--- src/rtl/ee3w_pkg.sv ---
package ee3w_pkg;
  localparam int ADDR_W     = 8;
  localparam int DATA_W     = 16;
  localparam int AW_WIDE    = 8;
  localparam int AW_NARROW  = 9;
  localparam int DW_NARROW  = 8;
  localparam int HDR_WIDE   = 3 + AW_WIDE;
  localparam int HDR_NARROW = 3 + AW_NARROW;
  localparam int FRAME_W    = HDR_NARROW + DATA_W;

  typedef enum logic [2:0] {
    CMD_READ      = 3'd0,
    CMD_WRITE     = 3'd1,
    CMD_ERASE     = 3'd2,
    CMD_UNLOCK    = 3'd3,
    CMD_LOCK      = 3'd4,
    CMD_ERASE_ALL = 3'd5,
    CMD_WRITE_ALL = 3'd6
  } cmd_e;

  function automatic logic is_prog(cmd_e c);
    return (c == CMD_WRITE) || (c == CMD_ERASE) ||
           (c == CMD_ERASE_ALL) || (c == CMD_WRITE_ALL);
  endfunction

  function automatic logic has_data(cmd_e c);
    return (c == CMD_WRITE) || (c == CMD_WRITE_ALL);
  endfunction

  // serial clock cycles per frame; reads add one for the dummy bit
  function automatic int frame_cycles(cmd_e c, logic wide);
    int hdr, dw;
    hdr = wide ? HDR_WIDE : HDR_NARROW;
    dw  = wide ? DATA_W : DW_NARROW;
    if (c == CMD_READ) return hdr + dw + 1;
    if (has_data(c))   return hdr + dw;
    return hdr;
  endfunction

  // left-aligned frame, zero filled
  function automatic logic [FRAME_W-1:0] build_frame(cmd_e c, logic [ADDR_W-1:0] addr,
                                                     logic [DATA_W-1:0] wd, logic wide);
    logic [1:0]           opc;
    logic [1:0]           sub;
    logic [AW_NARROW-1:0] af;
    logic [DATA_W-1:0]    df;
    af  = wide ? {2'b00, addr[6:0]} : {1'b0, addr};
    df  = has_data(c) ? wd : '0;
    sub = 2'b00;
    case (c)
      CMD_READ:      opc = 2'b10;
      CMD_WRITE:     opc = 2'b01;
      CMD_ERASE:     opc = 2'b11;
      CMD_UNLOCK:    begin opc = 2'b00; sub = 2'b11; end
      CMD_ERASE_ALL: begin opc = 2'b00; sub = 2'b10; end
      CMD_WRITE_ALL: begin opc = 2'b00; sub = 2'b01; end
      default:       begin opc = 2'b00; sub = 2'b00; end
    endcase
    if (opc == 2'b00) af = wide ? {1'b0, sub, 6'b0} : {sub, 7'b0};
    if (wide) return {1'b1, opc, af[AW_WIDE-1:0], df, 1'b0};
    return {1'b1, opc, af, df[DW_NARROW-1:0], 8'b0};
  endfunction
endpackage

--- src/rtl/ee3w_tick.sv ---
module ee3w_tick #(
  parameter int DIV = 13
) (
  input  logic clk_i,
  input  logic rst_ni,
  input  logic en_i,
  output logic tick_o
);
  localparam int W = (DIV > 1) ? $clog2(DIV) : 1;

  logic [W-1:0] cnt_q;

  assign tick_o = en_i && (cnt_q == W'(DIV - 1));

  always_ff @(posedge clk_i or negedge rst_ni) begin
    if (!rst_ni)               cnt_q <= '0;
    else if (!en_i || tick_o)  cnt_q <= '0;
    else                       cnt_q <= cnt_q + 1'b1;
  end


  tick_restart_chk: assert property (@(posedge clk_i) disable iff (!rst_ni)
    tick_o |=> (cnt_q == '0));
endmodule

--- src/rtl/ee3w_rx.sv ---
module ee3w_rx #(
  parameter int DW = 16
) (
  input  logic          clk_i,
  input  logic          rst_ni,
  input  logic          clr_i,
  input  logic          sample_i,
  input  logic          bit_i,
  output logic [DW-1:0] word_o
);
  logic first_q;
  logic [DW-1:0] sr_q;

  always_ff @(posedge clk_i or negedge rst_ni) begin
    if (!rst_ni) begin
      sr_q    <= '0;
      first_q <= 1'b1;
    end else if (clr_i) begin
      sr_q    <= '0;
      first_q <= 1'b1;
    end else if (sample_i) begin
      if (first_q) first_q <= 1'b0;  // dummy bit dropped
      else         sr_q    <= {sr_q[DW-2:0], bit_i};
    end
  end

  assign word_o = sr_q;


  dummy_drop_chk: assert property (@(posedge clk_i) disable iff (!rst_ni)
    (sample_i && first_q && !clr_i) |=> $stable(word_o));
endmodule

--- src/rtl/ee3w_host.sv ---
module ee3w_host
  import ee3w_pkg::*;
#(
  parameter int SK_DIV      = 13,
  parameter int GAP_CYC     = 13,
  parameter int TIMEOUT_CYC = 500000
) (
  input  logic              clk_i,
  input  logic              rst_ni,
  input  logic              req_valid_i,
  output logic              req_ready_o,
  input  logic [2:0]        req_cmd_i,
  input  logic [ADDR_W-1:0] req_addr_i,
  input  logic [DATA_W-1:0] req_wdata_i,
  input  logic              req_wide_i,
  output logic              rsp_done_o,
  output logic              rsp_err_o,
  output logic [DATA_W-1:0] rsp_rdata_o,
  output logic              mem_cs_o,
  output logic              mem_sk_o,
  output logic              mem_sd_o,
  input  logic              mem_sd_i
);
  localparam int IDX_W   = $clog2(FRAME_W + 4);
  localparam int CNT_MAX = (GAP_CYC > TIMEOUT_CYC) ? GAP_CYC : TIMEOUT_CYC;
  localparam int CNT_W   = $clog2(CNT_MAX + 1);
  localparam int GAP_W   = $clog2(GAP_CYC + 1);

  typedef enum logic [1:0] {S_IDLE, S_SHIFT, S_GAP, S_POLL} state_e;

  state_e             state_q;
  logic [FRAME_W-1:0] frame_q;
  logic [IDX_W-1:0]   idx_q, last_q, nsend_q;
  logic [CNT_W-1:0]   cnt_q;
  logic               rd_q, prog_q, polled_q, fail_q;
  logic               cs_q, sk_q, done_q, err_q;
  logic               tick, accept, sample;
  cmd_e               cmd;

  assign cmd         = cmd_e'(req_cmd_i);
  assign req_ready_o = (state_q == S_IDLE);
  assign accept      = req_valid_i && req_ready_o;
  assign sample      = (state_q == S_SHIFT) && tick && !sk_q && rd_q && (idx_q >= nsend_q);

  ee3w_tick #(.DIV(SK_DIV)) u_tick (
    .clk_i  (clk_i),
    .rst_ni (rst_ni),
    .en_i   (state_q == S_SHIFT),
    .tick_o (tick)
  );

  ee3w_rx #(.DW(DATA_W)) u_rx (
    .clk_i    (clk_i),
    .rst_ni   (rst_ni),
    .clr_i    (accept),
    .sample_i (sample),
    .bit_i    (mem_sd_i),
    .word_o   (rsp_rdata_o)
  );

  always_ff @(posedge clk_i or negedge rst_ni) begin
    if (!rst_ni) begin
      state_q  <= S_IDLE;
      frame_q  <= '0;
      idx_q    <= '0;
      last_q   <= '0;
      nsend_q  <= '0;
      cnt_q    <= '0;
      rd_q     <= 1'b0;
      prog_q   <= 1'b0;
      polled_q <= 1'b0;
      fail_q   <= 1'b0;
      cs_q     <= 1'b0;
      sk_q     <= 1'b0;
      done_q   <= 1'b0;
      err_q    <= 1'b0;
    end else begin
      done_q <= 1'b0;
      err_q  <= 1'b0;
      case (state_q)
        S_IDLE: if (req_valid_i) begin
          frame_q  <= build_frame(cmd, req_addr_i, req_wdata_i, req_wide_i);
          nsend_q  <= IDX_W'(req_wide_i ? HDR_WIDE : HDR_NARROW);
          last_q   <= IDX_W'(frame_cycles(cmd, req_wide_i) - 1);
          rd_q     <= (cmd == CMD_READ);
          prog_q   <= is_prog(cmd);
          polled_q <= 1'b0;
          fail_q   <= 1'b0;
          idx_q    <= '0;
          cs_q     <= 1'b1;
          sk_q     <= 1'b0;
          state_q  <= S_SHIFT;
        end
        S_SHIFT: if (tick) begin
          if (!sk_q) begin
            sk_q <= 1'b1;
          end else begin
            sk_q    <= 1'b0;
            frame_q <= frame_q << 1;  // data moves with the falling edge
            if (idx_q == last_q) begin
              cs_q    <= 1'b0;
              cnt_q   <= '0;
              state_q <= S_GAP;
            end else begin
              idx_q <= idx_q + 1'b1;
            end
          end
        end
        S_GAP: begin
          if (cnt_q == CNT_W'(GAP_CYC - 1)) begin
            cnt_q <= '0;
            if (prog_q && !polled_q) begin
              polled_q <= 1'b1;
              cs_q     <= 1'b1;
              state_q  <= S_POLL;
            end else begin
              done_q  <= !fail_q;
              err_q   <= fail_q;
              state_q <= S_IDLE;
            end
          end else begin
            cnt_q <= cnt_q + 1'b1;
          end
        end
        S_POLL: begin
          if (mem_sd_i) begin
            cs_q    <= 1'b0;
            cnt_q   <= '0;
            state_q <= S_GAP;
          end else if (cnt_q == CNT_W'(TIMEOUT_CYC - 1)) begin
            fail_q  <= 1'b1;
            cs_q    <= 1'b0;
            cnt_q   <= '0;
            state_q <= S_GAP;
          end else begin
            cnt_q <= cnt_q + 1'b1;
          end
        end
        default: state_q <= S_IDLE;
      endcase
    end
  end

  assign mem_cs_o   = cs_q;
  assign mem_sk_o   = sk_q;
  assign mem_sd_o   = cs_q & frame_q[FRAME_W-1];
  assign rsp_done_o = done_q;
  assign rsp_err_o  = err_q;

  // deselect run length, saturating; starts saturated so reset counts as idle
  logic [GAP_W-1:0] low_run_q;
  always_ff @(posedge clk_i or negedge rst_ni) begin
    if (!rst_ni)                             low_run_q <= GAP_W'(GAP_CYC);
    else if (cs_q)                           low_run_q <= '0;
    else if (low_run_q != GAP_W'(GAP_CYC))   low_run_q <= low_run_q + 1'b1;
  end


  cs_gap_chk: assert property (@(posedge clk_i) disable iff (!rst_ni)
    $rose(cs_q) |-> (low_run_q == GAP_W'(GAP_CYC)));

  sk_idle_chk: assert property (@(posedge clk_i) disable iff (!rst_ni)
    !mem_cs_o |-> !mem_sk_o);

  sd_hold_chk: assert property (@(posedge clk_i) disable iff (!rst_ni)
    (mem_sk_o && $past(mem_sk_o)) |-> $stable(mem_sd_o));

  done_pulse_chk: assert property (@(posedge clk_i) disable iff (!rst_ni)
    rsp_done_o |=> !rsp_done_o);

  done_err_excl_chk: assert property (@(posedge clk_i) disable iff (!rst_ni)
    !(rsp_done_o && rsp_err_o));

  accept_drop_chk: assert property (@(posedge clk_i) disable iff (!rst_ni)
    accept |=> !req_ready_o);

  poll_quiet_chk: assert property (@(posedge clk_i) disable iff (!rst_ni)
    (state_q == S_POLL) |-> (mem_cs_o && !mem_sk_o));
endmodule

--- config.mk ---
export PLATFORM = sky130hd
export DESIGN_NAME = ee3w_host
export DESIGN_NICKNAME = d
export VERILOG_FILES = /design/src/rtl/ee3w_pkg.sv /design/src/rtl/ee3w_tick.sv /design/src/rtl/ee3w_rx.sv /design/src/rtl/ee3w_host.sv
export SDC_FILE = /design/constraint.sdc
export NUM_CORES = 1
export LEC_CHECK = 0
export ABC_AREA = 1
export ABC_CLOCK_PERIOD_IN_PS = 2300
export CAP_MARGIN = 20
export CORE_MARGIN = 2
export CORE_UTILIZATION = 43
export DETAILED_ROUTE_END_ITERATION = 16
export SKIP_CTS_REPAIR_TIMING = 1
export SLEW_MARGIN = 40
export SYNTH_ARGS = -nofsm -noshare
export SYNTH_HDL_FRONTEND = slang
export SYNTH_HIERARCHICAL = 1
export SYNTH_SLANG_ARGS = --single-unit
--- constraint.sdc ---
create_clock -name clk_i -period 2.3 [get_ports clk_i]
set_input_delay 0.46 -clock clk_i [delete_from_list [all_inputs] [get_ports clk_i]]
set_output_delay 0.46 -clock clk_i [all_outputs]
set_load 0.005 [all_outputs]
==> results.cfg <==
[outcome]
status = completed

[synth]
async_flop_share_pct = 100
netlist_instances = 716
synth_area_leaders = dfrtp_1, nand2_1, nand3_1, inv_1, nor2_1
yosysTopAreaCellShare_pct = 41.3
synth-edff-count = 0
syn_area_per_cell_um2 = 7.53
ys_seq_area_share_pct = 41.8
syn_area_um2 = 5390
synthTopCellsByCount = nand2_1, dfrtp_1, inv_1, nand3_1, nor2_1
yosys.area.top_type = dfrtp_1
yosysMostFrequentCell = nand2_1
synth_ff_type = dfrtp_1
syn_nets = 760
ys_ff_latch = 90
synth_cell_types = 48
yosysWarnings = 6

[pwr]
p_seq_share_pct = 36.9
power.switching_uw = 2540
clkPwrFrac_pct = 23.1
p_sw_share_pct = 41.2
pwr-share-comb_pct = 40.0
intPower_uw = 3630
p_total_uw = 6160
p_per_area_nw_per_um2 = 970
leakage_uw = 0.00302
peakVddDrop_mv = 0.440

[worst_setup_path]
startpoint = state_q[1]$_DFFE_PN0P_
cp-start-kind = register
critPathMaxFanout = 4
rr_startpoint = u_tick/cnt_q[0]$_DFF_PN0_
worstSetupEndpointType = primary output
cp.required_ns = 1.84
cp.arrival_ns = 1.72
crit_type = reg2out

[global_route]
grt_pass1_vias = 4551
grtUsageTotal_pct = 21.0
grt_max_degree = 36
gr-total-overflow = 0
grt_first_pass_wirelength_mm = 22.3
antenna_found_initial = 0

[clocking]
cts.sinks = 90
cts_root_buf = clkbuf_16
clk_pin_slew_ns = 0.07
cts_tree = done
clkLatencyLatePin_ns = 0.34
htreeDepth = 3
numCtsBuffers = 9
clk_path_buf_depth = 2

[finish]
finish.net_count = 812
fill_cells = 1219
areaGrowthSynthToFinish_pct = 17.8
diodes = 0
fin_cells = 941
drive_above_1_share_pct = 10.2

[floorplan]
rows = 40
die_area_um2 = 13500
start_util_pct = 44.5
ioPinCount = 54
core_um2 = 12100
die_y_um = 116
fp.dieW_um = 116

[flow_run]
maxCapViolCount = 0

[sta]
fmax_ghz = 0.459
slew_headroom_pct = 65.9
finClkSkew_ns = 0.00663
period_share_pct = 94.8
worst_pin_slew_ns = 0.511
period_needed_ns = 2.18
setup_viol = 0
fin_tns_setup_ns = 0
rsz0062_at_grt = no
whs_ns = 0.0516
hold_viol = 0
drv_slew = 0

[drt]
route.detailed.drc = 0
first_pass_iters = 5
avgRoutedWirePerCell_um = 13.7
dr_total_vias = 4793
drtAntennaViolNets = 0
drtIter0Drc = 289
wl_mm = 12.9
viasPerCell = 5.09

[placed_design]
dp.cells = 925
dp_hpwl_mm = 9.48
io_buffers = 53
finalWeightedCongestion = 0.913

[min_path]
min_path_type = in2async
## worst paths after layout
path                       cells after the start  slack (ns)                  endpoint
max in group asynchronous                      2        1.63  u_rx/first_q$_DFFE_PN1P_
min                                            1        0.05     cnt_q[13]$_DFFE_PN0P_
max                                            2        0.12               req_ready_o
min reg2reg                                    2        0.46    nsend_q[3]$_DFFE_PN0P_
max reg2reg                                   12        0.29   frame_q[23]$_DFFE_PN0P_
min in group clk_i                             2        0.46    nsend_q[3]$_DFFE_PN0P_
## critical path, stage by stage, from the launching register on
cell             delay, ns
dfrtp_1               0.53
nor2_2                0.30
clkdlybuf4s50_1       0.56
## logic make-up (layout without fill, tap and decap cells)
group	after synthesis	in the layout	share of synthesized area, %
DFF	90	90	41.8
and+or+nand+nor	376	376	31.6
adders and majority gates	12	12	2.78
AOI/OAI and AO/OA	104	104	11.9
xor gates and xnor gates	10	10	1.62
buffers and inverters	124	181	10.3
## sequential cells by signal (all words and copies together) (netlist names), 2 cells and up
register      count
frame_q          27
last_q            5
state_q           2
nsend_q           3
u_tick/cnt_q      4
u_rx/word_o      16
cnt_q            19
idx_q             5
## power groups by stage
stage / combinational, uW / clock (uW) / sequential, uW
floorplan: 1890 / 0 / 2200
global placement: 2430 / 0 / 2280
detailed placement: 2470 / 0 / 2300
CTS: 2480 / 1450 / 2270
global route: 2800 / 1550 / 2320
finish: 2470 / 1430 / 2270
## per-layer routing
layer	vias up	GRT usage, %	routed length (um)
met5	-	0	0
met3	14	3.14	455
li1	2439	-	-
met1	2234	30.0	6400
met4	0	7.62	192
met2	106	32.7	5850
## layout by cell type, fill, tap and decap left out, types with 3 or more instances in the layout
| cell | Yosys | final |
|---|---|---|
| nor2_2 | 6 | 6 |
| nor2_8 | 3 | 3 |
| nand2_1 | 188 | 188 |
| o21ai_2 | 3 | 3 |
| a32oi_1 | 5 | 5 |
| o2111ai_1 | 5 | 5 |
| nand4_1 | 14 | 14 |
| o21ai_0 | 39 | 39 |
| o22ai_1 | 3 | 3 |
| nor2_1 | 65 | 65 |
| clkbuf_16 | 0 | 9 |
| dfrtp_1 | 89 | 89 |
| nand3_1 | 69 | 69 |
| a21oi_1 | 15 | 15 |
| nor3_1 | 7 | 7 |
| clkdlybuf4s50_1 | 0 | 52 |
| inv_2 | 9 | 9 |
| buf_4 | 5 | 14 |
| o21ai_1 | 9 | 9 |
| o211ai_1 | 14 | 14 |
| xor2_1 | 7 | 7 |
| inv_4 | 4 | 4 |
| nand2_2 | 11 | 11 |
| ha_1 | 12 | 12 |
| xnor2_1 | 3 | 3 |
| inv_1 | 84 | 84 |
## metrics by stage
| stage | instance area [um^2] | utilization, % | setup WS (ns) |
|---|---|---|---|
| finish | 6350 | 52.5 | 0.121 |
| global route | 6350 | 52.5 | 0.0607 |
| CTS | 6350 | 52.5 | 0.126 |
| detailed placement | 6070 | 50.1 | 0.174 |
| global placement | 6070 | 50.1 | 0.193 |
| floorplan | 5390 | - | 0.355 |
## final cells by class
cell class                      count  area (um^2)  share of cell area (%)
Inverter                           98          378                    5.95
Clock buffer                       12          256                    4.04
Timing Repair Buffer               67          646                    10.2
Sequential cell                    90         2250                    35.5
Multi-Input combinational cell    502         2580                    40.7
Tap cell                          168          210                    3.31
Clock inverter                      4         26.3                   0.413
(Power assumes the default switching activity.)
